### src/rtl/rtc_spi_pkg.sv
package rtc_spi_pkg;
  typedef enum logic [2:0] {
    BANK_NONE = 3'd0,
    BANK_TIME = 3'd1,
    BANK_ALM0 = 3'd2,
    BANK_ALM1 = 3'd3,
    BANK_CTRL = 3'd4,
    BANK_RAM  = 3'd5
  } bank_e;

  localparam int ADDR_W = 7;
  localparam int WORD_W = 8;
endpackage

### src/rtl/rtc_spi_sync.sv
module rtc_spi_sync #(
  parameter int W      = 3,
  parameter int STAGES = 2
) (
  input  logic         clk_i,
  input  logic         rst_ni,
  input  logic [W-1:0] d_i,
  output logic [W-1:0] q_o
);
  logic [W-1:0] st_q [STAGES];

  always_ff @(posedge clk_i or negedge rst_ni) begin
    if (!rst_ni) begin
      for (int i = 0; i < STAGES; i++) st_q[i] <= '0;
    end else begin
      st_q[0] <= d_i;
      for (int i = 1; i < STAGES; i++) st_q[i] <= st_q[i-1];
    end
  end

  assign q_o = st_q[STAGES-1];
endmodule

### src/rtl/rtc_spi_decode.sv
module rtc_spi_decode
  import rtc_spi_pkg::*;
#(
  parameter int TIME_LEN = 7,
  parameter int ALM_LEN  = 4,
  parameter int NUM_ALM  = 2,
  parameter int CTRL_LEN = 3,
  parameter int RAM_BASE = 32,
  parameter int RAM_LEN  = 96
) (
  input  logic [ADDR_W-1:0] addr_i,
  output bank_e             bank_o
);
  localparam int ALM_BASE  = TIME_LEN;
  localparam int CTRL_BASE = ALM_BASE + NUM_ALM * ALM_LEN;
  localparam int RAM_END   = RAM_BASE + RAM_LEN;

  always_comb begin
    int a;
    a = int'(addr_i);
    bank_o = BANK_NONE;
    if (a < TIME_LEN) bank_o = BANK_TIME;
    for (int i = 0; i < NUM_ALM; i++) begin
      if (a >= ALM_BASE + i * ALM_LEN && a < ALM_BASE + (i + 1) * ALM_LEN)
        bank_o = bank_e'(BANK_ALM0 + 3'(i));
    end
    if (a >= CTRL_BASE && a < CTRL_BASE + CTRL_LEN) bank_o = BANK_CTRL;
    if (a >= RAM_BASE && a < RAM_END) bank_o = BANK_RAM;
  end
endmodule

### src/rtl/rtc_spi_shifter.sv
module rtc_spi_shifter #(
  parameter int WORD_W = 8
) (
  input  logic              clk_i,
  input  logic              rst_ni,
  input  logic              active_i,
  input  logic              rise_i,
  input  logic              fall_i,
  input  logic              mosi_i,
  input  logic              load_i,
  input  logic [WORD_W-1:0] load_data_i,
  output logic [WORD_W-1:0] byte_o,
  output logic              byte_vld_o,
  output logic              miso_o
);
  localparam int CNT_W = $clog2(WORD_W);
  localparam logic [CNT_W-1:0] LAST = CNT_W'(WORD_W - 1);

  logic [CNT_W-1:0]  cnt_q;
  logic [WORD_W-1:0] rx_q, tx_q;

  always_ff @(posedge clk_i or negedge rst_ni) begin
    if (!rst_ni) begin
      cnt_q      <= '0;
      rx_q       <= '0;
      tx_q       <= '0;
      byte_o     <= '0;
      byte_vld_o <= 1'b0;
      miso_o     <= 1'b0;
    end else begin
      byte_vld_o <= 1'b0;
      if (!active_i) begin
        cnt_q  <= '0;  // partial byte dropped
        tx_q   <= '0;
        miso_o <= 1'b0;
      end else begin
        if (fall_i) begin
          rx_q  <= {rx_q[WORD_W-2:0], mosi_i};
          cnt_q <= (cnt_q == LAST) ? '0 : cnt_q + 1'b1;
          if (cnt_q == LAST) begin
            byte_vld_o <= 1'b1;
            byte_o     <= {rx_q[WORD_W-2:0], mosi_i};
          end
        end
        if (load_i) begin
          tx_q <= load_data_i;
        end else if (rise_i) begin
          miso_o <= tx_q[WORD_W-1];
          tx_q   <= {tx_q[WORD_W-2:0], 1'b0};
        end
      end
    end
  end

  AST_VLD_PULSE: assert property (@(posedge clk_i) disable iff (!rst_ni)
    byte_vld_o |=> !byte_vld_o);
  AST_MISO_IDLE: assert property (@(posedge clk_i) disable iff (!rst_ni)
    !active_i |=> !miso_o);
endmodule

### src/rtl/rtc_spi_regif.sv
module rtc_spi_regif
  import rtc_spi_pkg::*;
#(
  parameter int   SYNC_STAGES = 2,
  parameter int   TIME_LEN    = 7,
  parameter int   ALM_LEN     = 4,
  parameter int   NUM_ALM     = 2,
  parameter int   CTRL_LEN    = 3,
  parameter int   RAM_BASE    = 32,
  parameter int   RAM_LEN     = 96,
  parameter int   WP_BIT      = 6,
  parameter logic WP_RST      = 1'b0
) (
  input  logic              clk_i,
  input  logic              rst_ni,
  input  logic              spi_sclk_i,
  input  logic              spi_cs_i,
  input  logic              spi_mosi_i,
  output logic              spi_miso_o,
  output logic              spi_miso_oe_o,
  output logic [ADDR_W-1:0] reg_addr_o,
  output logic [2:0]        reg_bank_o,
  output logic [WORD_W-1:0] reg_wdata_o,
  output logic              reg_we_o,
  output logic              reg_re_o,
  input  logic [WORD_W-1:0] reg_rdata_i
);
  localparam logic [ADDR_W-1:0] CTRL_ADDR = ADDR_W'(TIME_LEN + NUM_ALM * ALM_LEN);
  localparam logic [ADDR_W-1:0] STAT_ADDR = CTRL_ADDR + 1'b1;
  localparam logic [WORD_W-1:0] CTRL_KEEP = 8'hC7;
  localparam logic [WORD_W-1:0] STAT_KEEP = 8'h03;

  function automatic logic [WORD_W-1:0] keep_bits(input logic [ADDR_W-1:0] a,
                                                   input logic [WORD_W-1:0] d);
    if (a == CTRL_ADDR) return d & CTRL_KEEP;
    if (a == STAT_ADDR) return d & STAT_KEEP;
    return d;
  endfunction

  logic sclk_s, cs_s, mosi_s, sclk_q;
  logic rise, fall;

  rtc_spi_sync #(.W(3), .STAGES(SYNC_STAGES)) u_sync (
    .clk_i (clk_i),
    .rst_ni(rst_ni),
    .d_i   ({spi_sclk_i, spi_cs_i, spi_mosi_i}),
    .q_o   ({sclk_s, cs_s, mosi_s})
  );

  always_ff @(posedge clk_i or negedge rst_ni) begin
    if (!rst_ni) sclk_q <= 1'b0;
    else         sclk_q <= sclk_s;
  end
  assign rise = sclk_s & ~sclk_q;
  assign fall = ~sclk_s & sclk_q;

  logic [WORD_W-1:0] byte_val, ld_data;
  logic              byte_vld, load_q;

  rtc_spi_shifter #(.WORD_W(WORD_W)) u_shift (
    .clk_i      (clk_i),
    .rst_ni     (rst_ni),
    .active_i   (cs_s),
    .rise_i     (rise),
    .fall_i     (fall),
    .mosi_i     (mosi_s),
    .load_i     (load_q),
    .load_data_i(ld_data),
    .byte_o     (byte_val),
    .byte_vld_o (byte_vld),
    .miso_o     (spi_miso_o)
  );

  logic              first_q, wr_q, wp_q, we_q, re_q;
  logic [ADDR_W-1:0] addr_q, sa_q, acc_addr;
  logic [WORD_W-1:0] wd_q;
  bank_e             bank_q, acc_bank;
  logic              wr_now, wr_ok, take, we_n, re_n;

  assign take     = byte_vld & cs_s;
  assign wr_now   = first_q ? byte_val[WORD_W-1] : wr_q;
  assign acc_addr = first_q ? byte_val[ADDR_W-1:0] : (wr_q ? addr_q : addr_q + 1'b1);

  rtc_spi_decode #(
    .TIME_LEN(TIME_LEN), .ALM_LEN(ALM_LEN), .NUM_ALM(NUM_ALM),
    .CTRL_LEN(CTRL_LEN), .RAM_BASE(RAM_BASE), .RAM_LEN(RAM_LEN)
  ) u_dec (
    .addr_i(acc_addr),
    .bank_o(acc_bank)
  );

  assign wr_ok = !wp_q || (acc_addr == CTRL_ADDR);
  assign we_n  = take & !first_q & wr_q & (acc_bank != BANK_NONE) & wr_ok;
  assign re_n  = take & !wr_now & (acc_bank != BANK_NONE);
  assign ld_data = re_q ? keep_bits(sa_q, reg_rdata_i) : '0;

  always_ff @(posedge clk_i or negedge rst_ni) begin
    if (!rst_ni) begin
      first_q <= 1'b1;
      wr_q    <= 1'b0;
      wp_q    <= WP_RST;
      we_q    <= 1'b0;
      re_q    <= 1'b0;
      load_q  <= 1'b0;
      addr_q  <= '0;
      sa_q    <= '0;
      wd_q    <= '0;
      bank_q  <= BANK_NONE;
    end else begin
      we_q   <= we_n;
      re_q   <= re_n;
      load_q <= take & !wr_now;
      if (take) begin
        sa_q   <= acc_addr;
        bank_q <= acc_bank;
        wd_q   <= keep_bits(acc_addr, byte_val);
      end
      if (we_n && acc_addr == CTRL_ADDR) wp_q <= byte_val[WP_BIT];
      if (!cs_s) begin
        first_q <= 1'b1;
      end else if (byte_vld) begin
        first_q <= 1'b0;
        if (first_q) begin
          wr_q   <= byte_val[WORD_W-1];
          addr_q <= byte_val[ADDR_W-1:0];
        end else begin
          addr_q <= addr_q + 1'b1;  // wraps 0x7F -> 0x00
        end
      end
    end
  end

  assign reg_addr_o    = sa_q;
  assign reg_bank_o    = bank_q;
  assign reg_wdata_o   = wd_q;
  assign reg_we_o      = we_q;
  assign reg_re_o      = re_q;
  assign spi_miso_oe_o = cs_s;

  AST_ONE_STROBE: assert property (@(posedge clk_i) disable iff (!rst_ni)
    !(reg_we_o && reg_re_o));
  AST_BANK_LIVE: assert property (@(posedge clk_i) disable iff (!rst_ni)
    (reg_we_o || reg_re_o) |-> (reg_bank_o != 3'(BANK_NONE)));
  AST_WP_BLOCK: assert property (@(posedge clk_i) disable iff (!rst_ni)
    (reg_we_o && wp_q) |-> (reg_addr_o == CTRL_ADDR));
  AST_STAT_ZERO: assert property (@(posedge clk_i) disable iff (!rst_ni)
    (reg_we_o && reg_addr_o == STAT_ADDR) |-> (reg_wdata_o[7:2] == 6'd0));
  AST_CS_DROP_QUIET: assert property (@(posedge clk_i) disable iff (!rst_ni)
    !cs_s |=> !reg_we_o && !reg_re_o);
endmodule

### config.mk
export PLATFORM = sky130hd
export DESIGN_NAME = rtc_spi_regif
export DESIGN_NICKNAME = d
export VERILOG_FILES = /design/src/rtl/rtc_spi_pkg.sv /design/src/rtl/rtc_spi_sync.sv /design/src/rtl/rtc_spi_decode.sv /design/src/rtl/rtc_spi_shifter.sv /design/src/rtl/rtc_spi_regif.sv
export SDC_FILE = /design/constraint.sdc
export NUM_CORES = 1
export LEC_CHECK = 0
export CAP_MARGIN = 40
export CORE_UTILIZATION = 50
export DETAILED_ROUTE_END_ITERATION = 10
export GPL_TIMING_DRIVEN = 0
export PLACE_DENSITY = 0.76
export RECOVER_POWER = 100
export SLEW_MARGIN = 25
export SYNTH_ARGS = -nofsm -noshare
export SYNTH_HDL_FRONTEND = slang
export SYNTH_SLANG_ARGS = --single-unit
### constraint.sdc
create_clock -name clk_i -period 4 [get_ports clk_i]
set_input_delay 0.8 -clock clk_i [delete_from_list [all_inputs] [get_ports clk_i]]
set_output_delay 0.8 -clock clk_i [all_outputs]
set_load 0.03 [all_outputs]
After elaboration in Yosys (flattened, before gate mapping) --
Index checks and enable logic that the tools add are counted.
Operators by class: add/sub/neg operators 2, $lt $le $gt $ge 8, equality and inequality tests 10, mux-type cells 40, bitwise logic cells 11, reduce and logical (&&, ||, !) cells 13
Operator list (number):
- $mux 8 | 12
- $mux 3 | 7
- $mux 7 | 3
- $mux 1 | 18
- $eq 7x4->1 const B | 2
- $eq 7x5->1 const B | 2
- $ge 7x4->1 const B | 2
- $lt 7x4->1 const B | 2
- $and 1x1->1 | 9
- $add 7x1->7 const B | 1
- $ge 7x3->1 const B | 1
- $ge 7x6->1 const B | 1
- $lt 7x3->1 const B | 1
- $lt 7x5->1 const B | 1
- $ne 2x2->1 const B | 3
- $reduce_and 2->1 | 3
- $logic_and 1x1->1 | 4
- $add 3x1->3 const B | 1
- $eq 3x3->1 const B | 1
- $logic_not 1->1 | 3
- $ne 3x3->1 const B | 1
- $reduce_and 3->1 | 1
- $reduce_bool 3->1 | 1
- $ne 2x1->1 const B | 1
- other kinds (2) | 3
Storage, ports and cells: bits in registers 66, bits of input ports 13

Longest topological paths before layout --
word-level depth 13, depth in mapped cells 8, depth with buffers taken out 7

Hierarchy --
Synthesis repeated with hierarchy kept, for this count alone.
Second synthesis, totals: cell total of the unflattened synthesis 306, area total of the unflattened synthesis 3180.6 sq um
Modules (own cells, without submodules):
- rtc_spi_regif | times used 1, cells each 198, area each 1731.7 sq um
- rtc_spi_shifter | times used 1, cells each 87, area each 1181.1 sq um
- rtc_spi_sync | times used 1, cells each 9, area each 172.7 sq um
- rtc_spi_decode | times used 1, cells each 12, area each 95.1 sq um

Worst setup path before layout --
OpenSTA, ideal clock, no wires.
kind reg-to-reg, start reg addr_q[0], end reg wd_q[3], in the netlist reg_wdata_o[3], library setup time 0.131 ns, arrival 2.271 ns, data required time 3.869 ns, setup slack 1.598 ns, stages on the path, launching flop included 8, path buffers 0, path through dfrtp_1 > ha_1 > nor4b_1 > a221oi_2 > or4b_4 > or3_4 > a211oi_2 > nor3_1
Between the ends: longest elaborated chain between the ends 9
Ends and longest elaborated chain:
- from (decl) | RTL line rtc_spi_regif.sv:75 | logic [ADDR_W-1:0] addr_q, sa_q, acc_addr;
- from (signal assigned) | RTL line rtc_spi_regif.sv:125 | addr_q <= byte_val[ADDR_W-1:0];
- from (signal assigned) | RTL line rtc_spi_regif.sv:127 | addr_q <= addr_q + 1'b1;
- $add 7x1->7 | RTL line rtc_spi_regif.sv:82 | assign acc_addr = first_q ? byte_val[ADDR_W-1:0] : (wr_q ? addr_q : addr_q + 1'b1);
- $mux 7 * (2 in a row) | RTL line rtc_spi_regif.sv:82
- $eq 7x5->1 | RTL line rtc_spi_regif.sv:36 | if (a == STAT_ADDR) return d & STAT_KEEP;
- $mux 1 (2 in a row) | RTL line rtc_spi_regif.sv:36
- $mux 1 | RTL line rtc_spi_regif.sv:113 | if (take) begin
- $mux 8 | RTL line rtc_spi_regif.sv:37 | return d;
- $mux 8 * | RTL line rtc_spi_regif.sv:36
- to (signal assigned) | RTL line rtc_spi_regif.sv:116 | wd_q <= keep_bits(acc_addr, byte_val);
- to (decl) | RTL line rtc_spi_regif.sv:76 | logic [WORD_W-1:0] wd_q;
Mark *: on every way between the ends. The rest lies on a longest branch, timed or not. The select of a mux whose other input is x is not followed. A chain may end at the register's enable or synchronous reset.

Final worst setup path --
start reg first_q, end reg wd_q[4], in the netlist reg_wdata_o[4]
Between the ends: longest elaborated chain between the ends 7
Ends and longest elaborated chain:
- from (decl) | RTL line rtc_spi_regif.sv:74 | logic first_q, wr_q, wp_q, we_q, re_q;
- from (signal assigned) | RTL line rtc_spi_regif.sv:99 | first_q <= 1'b1;
- from (signal assigned) | RTL line rtc_spi_regif.sv:120 | first_q <= 1'b1;
- from (signal assigned) | RTL line rtc_spi_regif.sv:122 | first_q <= 1'b0;
- $mux 7 * | RTL line rtc_spi_regif.sv:82
- $eq 7x5->1 | RTL line rtc_spi_regif.sv:36
- $mux 1 (2 in a row) | RTL line rtc_spi_regif.sv:36
- $mux 1 | RTL line rtc_spi_regif.sv:113
- $mux 8 | RTL line rtc_spi_regif.sv:37
- $mux 8 * | RTL line rtc_spi_regif.sv:36
Marked as above.

==> flow_metrics.tcl <==
set metrics [dict create \
    netlist_area_sq_um 3080 \
    final_area_sq_um 3670 \
    ys_seq_area_share_pct 53.6 \
    hold_buffers 0 \
    worst_ep_arrival_time_ps 3270 \
    ant_nets 0 \
    yosysWarnings 0 \
    drt_wl_total_um 6510 \
    fmax_mhz 325 \
    io_pins 35 \
    ys_ff_latch 66 \
    rsz0062_at_grt "no" \
    path_class "reg2reg" \
    initial_utilization_pct 52.0 \
    placed_area_sq_um 3540 \
    portBuffers 34 \
    dieArea_sq_um 6480 \
    placementRows 28 \
    clk_path_buf_depth 2 \
    clk_pin_slew_worst_paths_ps 70 \
    cts_tree "built" \
    synth_edf_count 0 \
    synth_nets 321 \
    fill_cells 492 \
    layoutNonFillerInstCount 431 \
    area_growth_pct 19.2 \
    clkLatencyLatePin_ps 330 \
    drt_iter0_markers 130 \
    path_cells "clkbuf_1 -> nor2b_1 -> a221oi_1 -> or4b_1 -> or3_1 -> a211oi_1 -> nor3_1" \
    grt_util_all_layers_pct 22.8 \
    setup_viol 0 \
    cts_buffers 9 \
    cellLeakagePower_nw 1.77 \
    min_period_over_period_pct 76.9 \
    cpPeakStageDelay_ps 540 \
    power.total_mw 1.26 \
    synthDistinctLibCells 49 \
    gp_congestion 0.877 \
    critical_path.max_fanout 9 \
    worst_ep_required_time_ps 4200 \
    cts.sinks 66 \
    hold_path.class "reg2reg" \
    ys.flop_type "dfrtp_1" \
    nNetsFinal 367 \
    grt_pass1_wl_um 11000 \
    regArea_sq_um 1650 \
    p_per_area_nw_per_um2 343 \
    fp.dieW_um 80.5 \
    grt_max_degree 52 \
    wl_per_cell_um 15.1 \
    die_h_um 80.5 \
    multi_input_area_sq_um 1320 \
    startpoint_type "flop" \
    crit_buf_inv 1 \
    met3_usage_pct 6.02 \
    r2r_cells 7 \
    tightest_slew_ps 991 \
    setup_slack_ps 924 \
    layout_min_cycle_time_ps 3080 \
    status "finished, final reports clean" \
    antenna_found_initial 0 \
    worstSetupEndpointType "flop" \
    cts-root-buf "clkbuf_8" \
    diodes 0 \
    coreArea_sq_um 5920 \
    grtUsageMet2_pct 35.5 \
    worst_hold_slack_ps 352 \
    avgSynthCellArea_sq_um 10.1 \
    grt_pass1_vias 2298 \
    slowest_stage "or4b_1" \
    crit_family "simple AND/OR/NAND/NOR gates" \
    htree_levels 3 \
    peakVddDrop_mv 0.284 \
    async_reset_ff_share_pct 100 \
    postCtsSetupRepairBufs 0 \
    path_depth 7 \
    place_inst 415 \
    post-dp-hpwl_um 4750 \
    use_met1_pct 29.9 \
    via_per_inst 5.48 \
    firstDrtPassIters 4 \
    vias 2364 \
    syn_inst 305 \
    drv_slew 0 \
    drive_gt1_share_pct 10.1 \
    busiest_layer "met2" \
    post-route-util_pct 62.1 \
    maxCapViolCount 0 \
    grt-ovfl-total 0 \
    place_ws_ps 1300 \
    relSlewSlack_pct 33.9 \
    post_cts_resize_count 0 \
    hold_viol 0 \
    fin_tns_setup_ps 0 \
    final.setup_skew_ps 8.16 \
    hold_depth 0 \
    drc 0 \
]
## metal layers
layer / wire (um) / vias up
met4: 82 / 0
met1: 2910 / 1159
met3: 321 / 8
li1: - / 1145
met5: 0 / -
met2: 3200 / 52
## report_power, final
group | switching [mW] | internal [mW] | total (mW)
Clock | 0.247 | 0.223 | 0.470
Sequential | 0.0204 | 0.700 | 0.721
Combinational | 0.0298 | 0.0387 | 0.0685
Total | 0.297 | 0.962 | 1.26
## worst reg2reg max path: cells and delay by family, from the launching register on
| kind | cells | cell delay [ps] |
|---|---|---|
| simple gates | 4 | 1170 |
| compound gates | 2 | 960 |
| flops | 1 | 510 |
| buf+inv | 1 | 300 |
## cells in the mapped netlist, drive strengths merged, types with 2 or more instances
cell	count	area [sq um]
a21oi	12	60.1
a22oi	3	22.5
a31oi	4	25.0
and2	4	25.0
and3	2	13.8
and3b	2	17.5
and4	2	17.5
buf	4	25.0
clkbuf	13	48.8
dfrtp	65	1630
ha	3	37.5
inv	2	7.51
mux2	17	195
mux2i	9	90.1
nand2	46	173
nand2b	3	18.8
nand3	8	40.0
nand4b	2	23.8
nor2	26	97.6
nor2b	14	87.6
nor3	5	25.0
o21a	3	22.5
o21ai	31	155
o22ai	2	12.5
or3	3	23.8
xor2	4	35.0
## worst paths after layout
path / from / slack (ps) / endpoint
max: first_q / 920 / reg_wdata_o[4]
min: u_sync.st_q[5] / 350 / u_sync.q_o[2]
max reg2reg: first_q / 920 / reg_wdata_o[4]
min reg2reg: u_sync.st_q[5] / 350 / u_sync.q_o[2]
max in group asynchronous: rst_ni / 2590 / first_q
min in group asynchronous: rst_ni / 600 / u_shift.tx_q[4]
## kinds of logic after synthesis
logic type / count (synthesis) / share of synthesized area, %
compound gates: 63 / 12.1
buf+inv: 20 / 2.76
flops: 66 / 53.6
xor+xnor: 5 / 1.42
fa+ha+maj: 3 / 1.22
mux: 26 / 9.26
simple gates: 122 / 19.6
## state kept, by name, summed over array words and instances, names as in the netlist, 3 cells and up
signal,flops
reg_bank_o,3
reg_addr_o,7
u_sync.st_q,3
reg_wdata_o,8
addr_q,7
u_shift.tx_q,8
u_shift.byte_o,8
u_sync.q_o,3
u_shift.cnt_q,3
u_shift.rx_q,7
## layout by cell type (no fill, tap or decap), types with 2 or more instances in the layout
master           netlist  final
ha_1                   3      3
a31oi_1                4      4
a21oi_1               12     12
xor2_1                 4      4
o22ai_1                2      2
nand2b_1               3      3
and2_1                 4      2
nor2b_1               14     14
dlygate4sd3_1          0     25
nor3_1                 5      5
clkbuf_8               0      9
nor2_1                26     26
mux2_1                 1      2
nand2_1               46     46
mux2_2                15     15
inv_1                  2      2
or3_1                  2      3
dfrtp_1               65     65
and2_0                 0      2
o21a_1                 3      3
a22oi_1                3      3
and3b_1                2      2
nand3_1                8      8
clkinv_2               0      3
mux2i_1                9      9
and4_1                 2      2
clkdlybuf4s50_1        0      8
clkbuf_1              13     18
o21ai_0               31     31
## area by class of cell
type	count	area share, %
Buffer	17	1.97
Clock inverter	5	0.851
Tap cell	75	2.55
Multi-Input combinational cell	219	35.9
Timing Repair Buffer	35	9.84
Sequential cell	66	45.0
Inverter	3	0.306
Clock buffer	11	3.58
(Power assumes the default switching activity.)
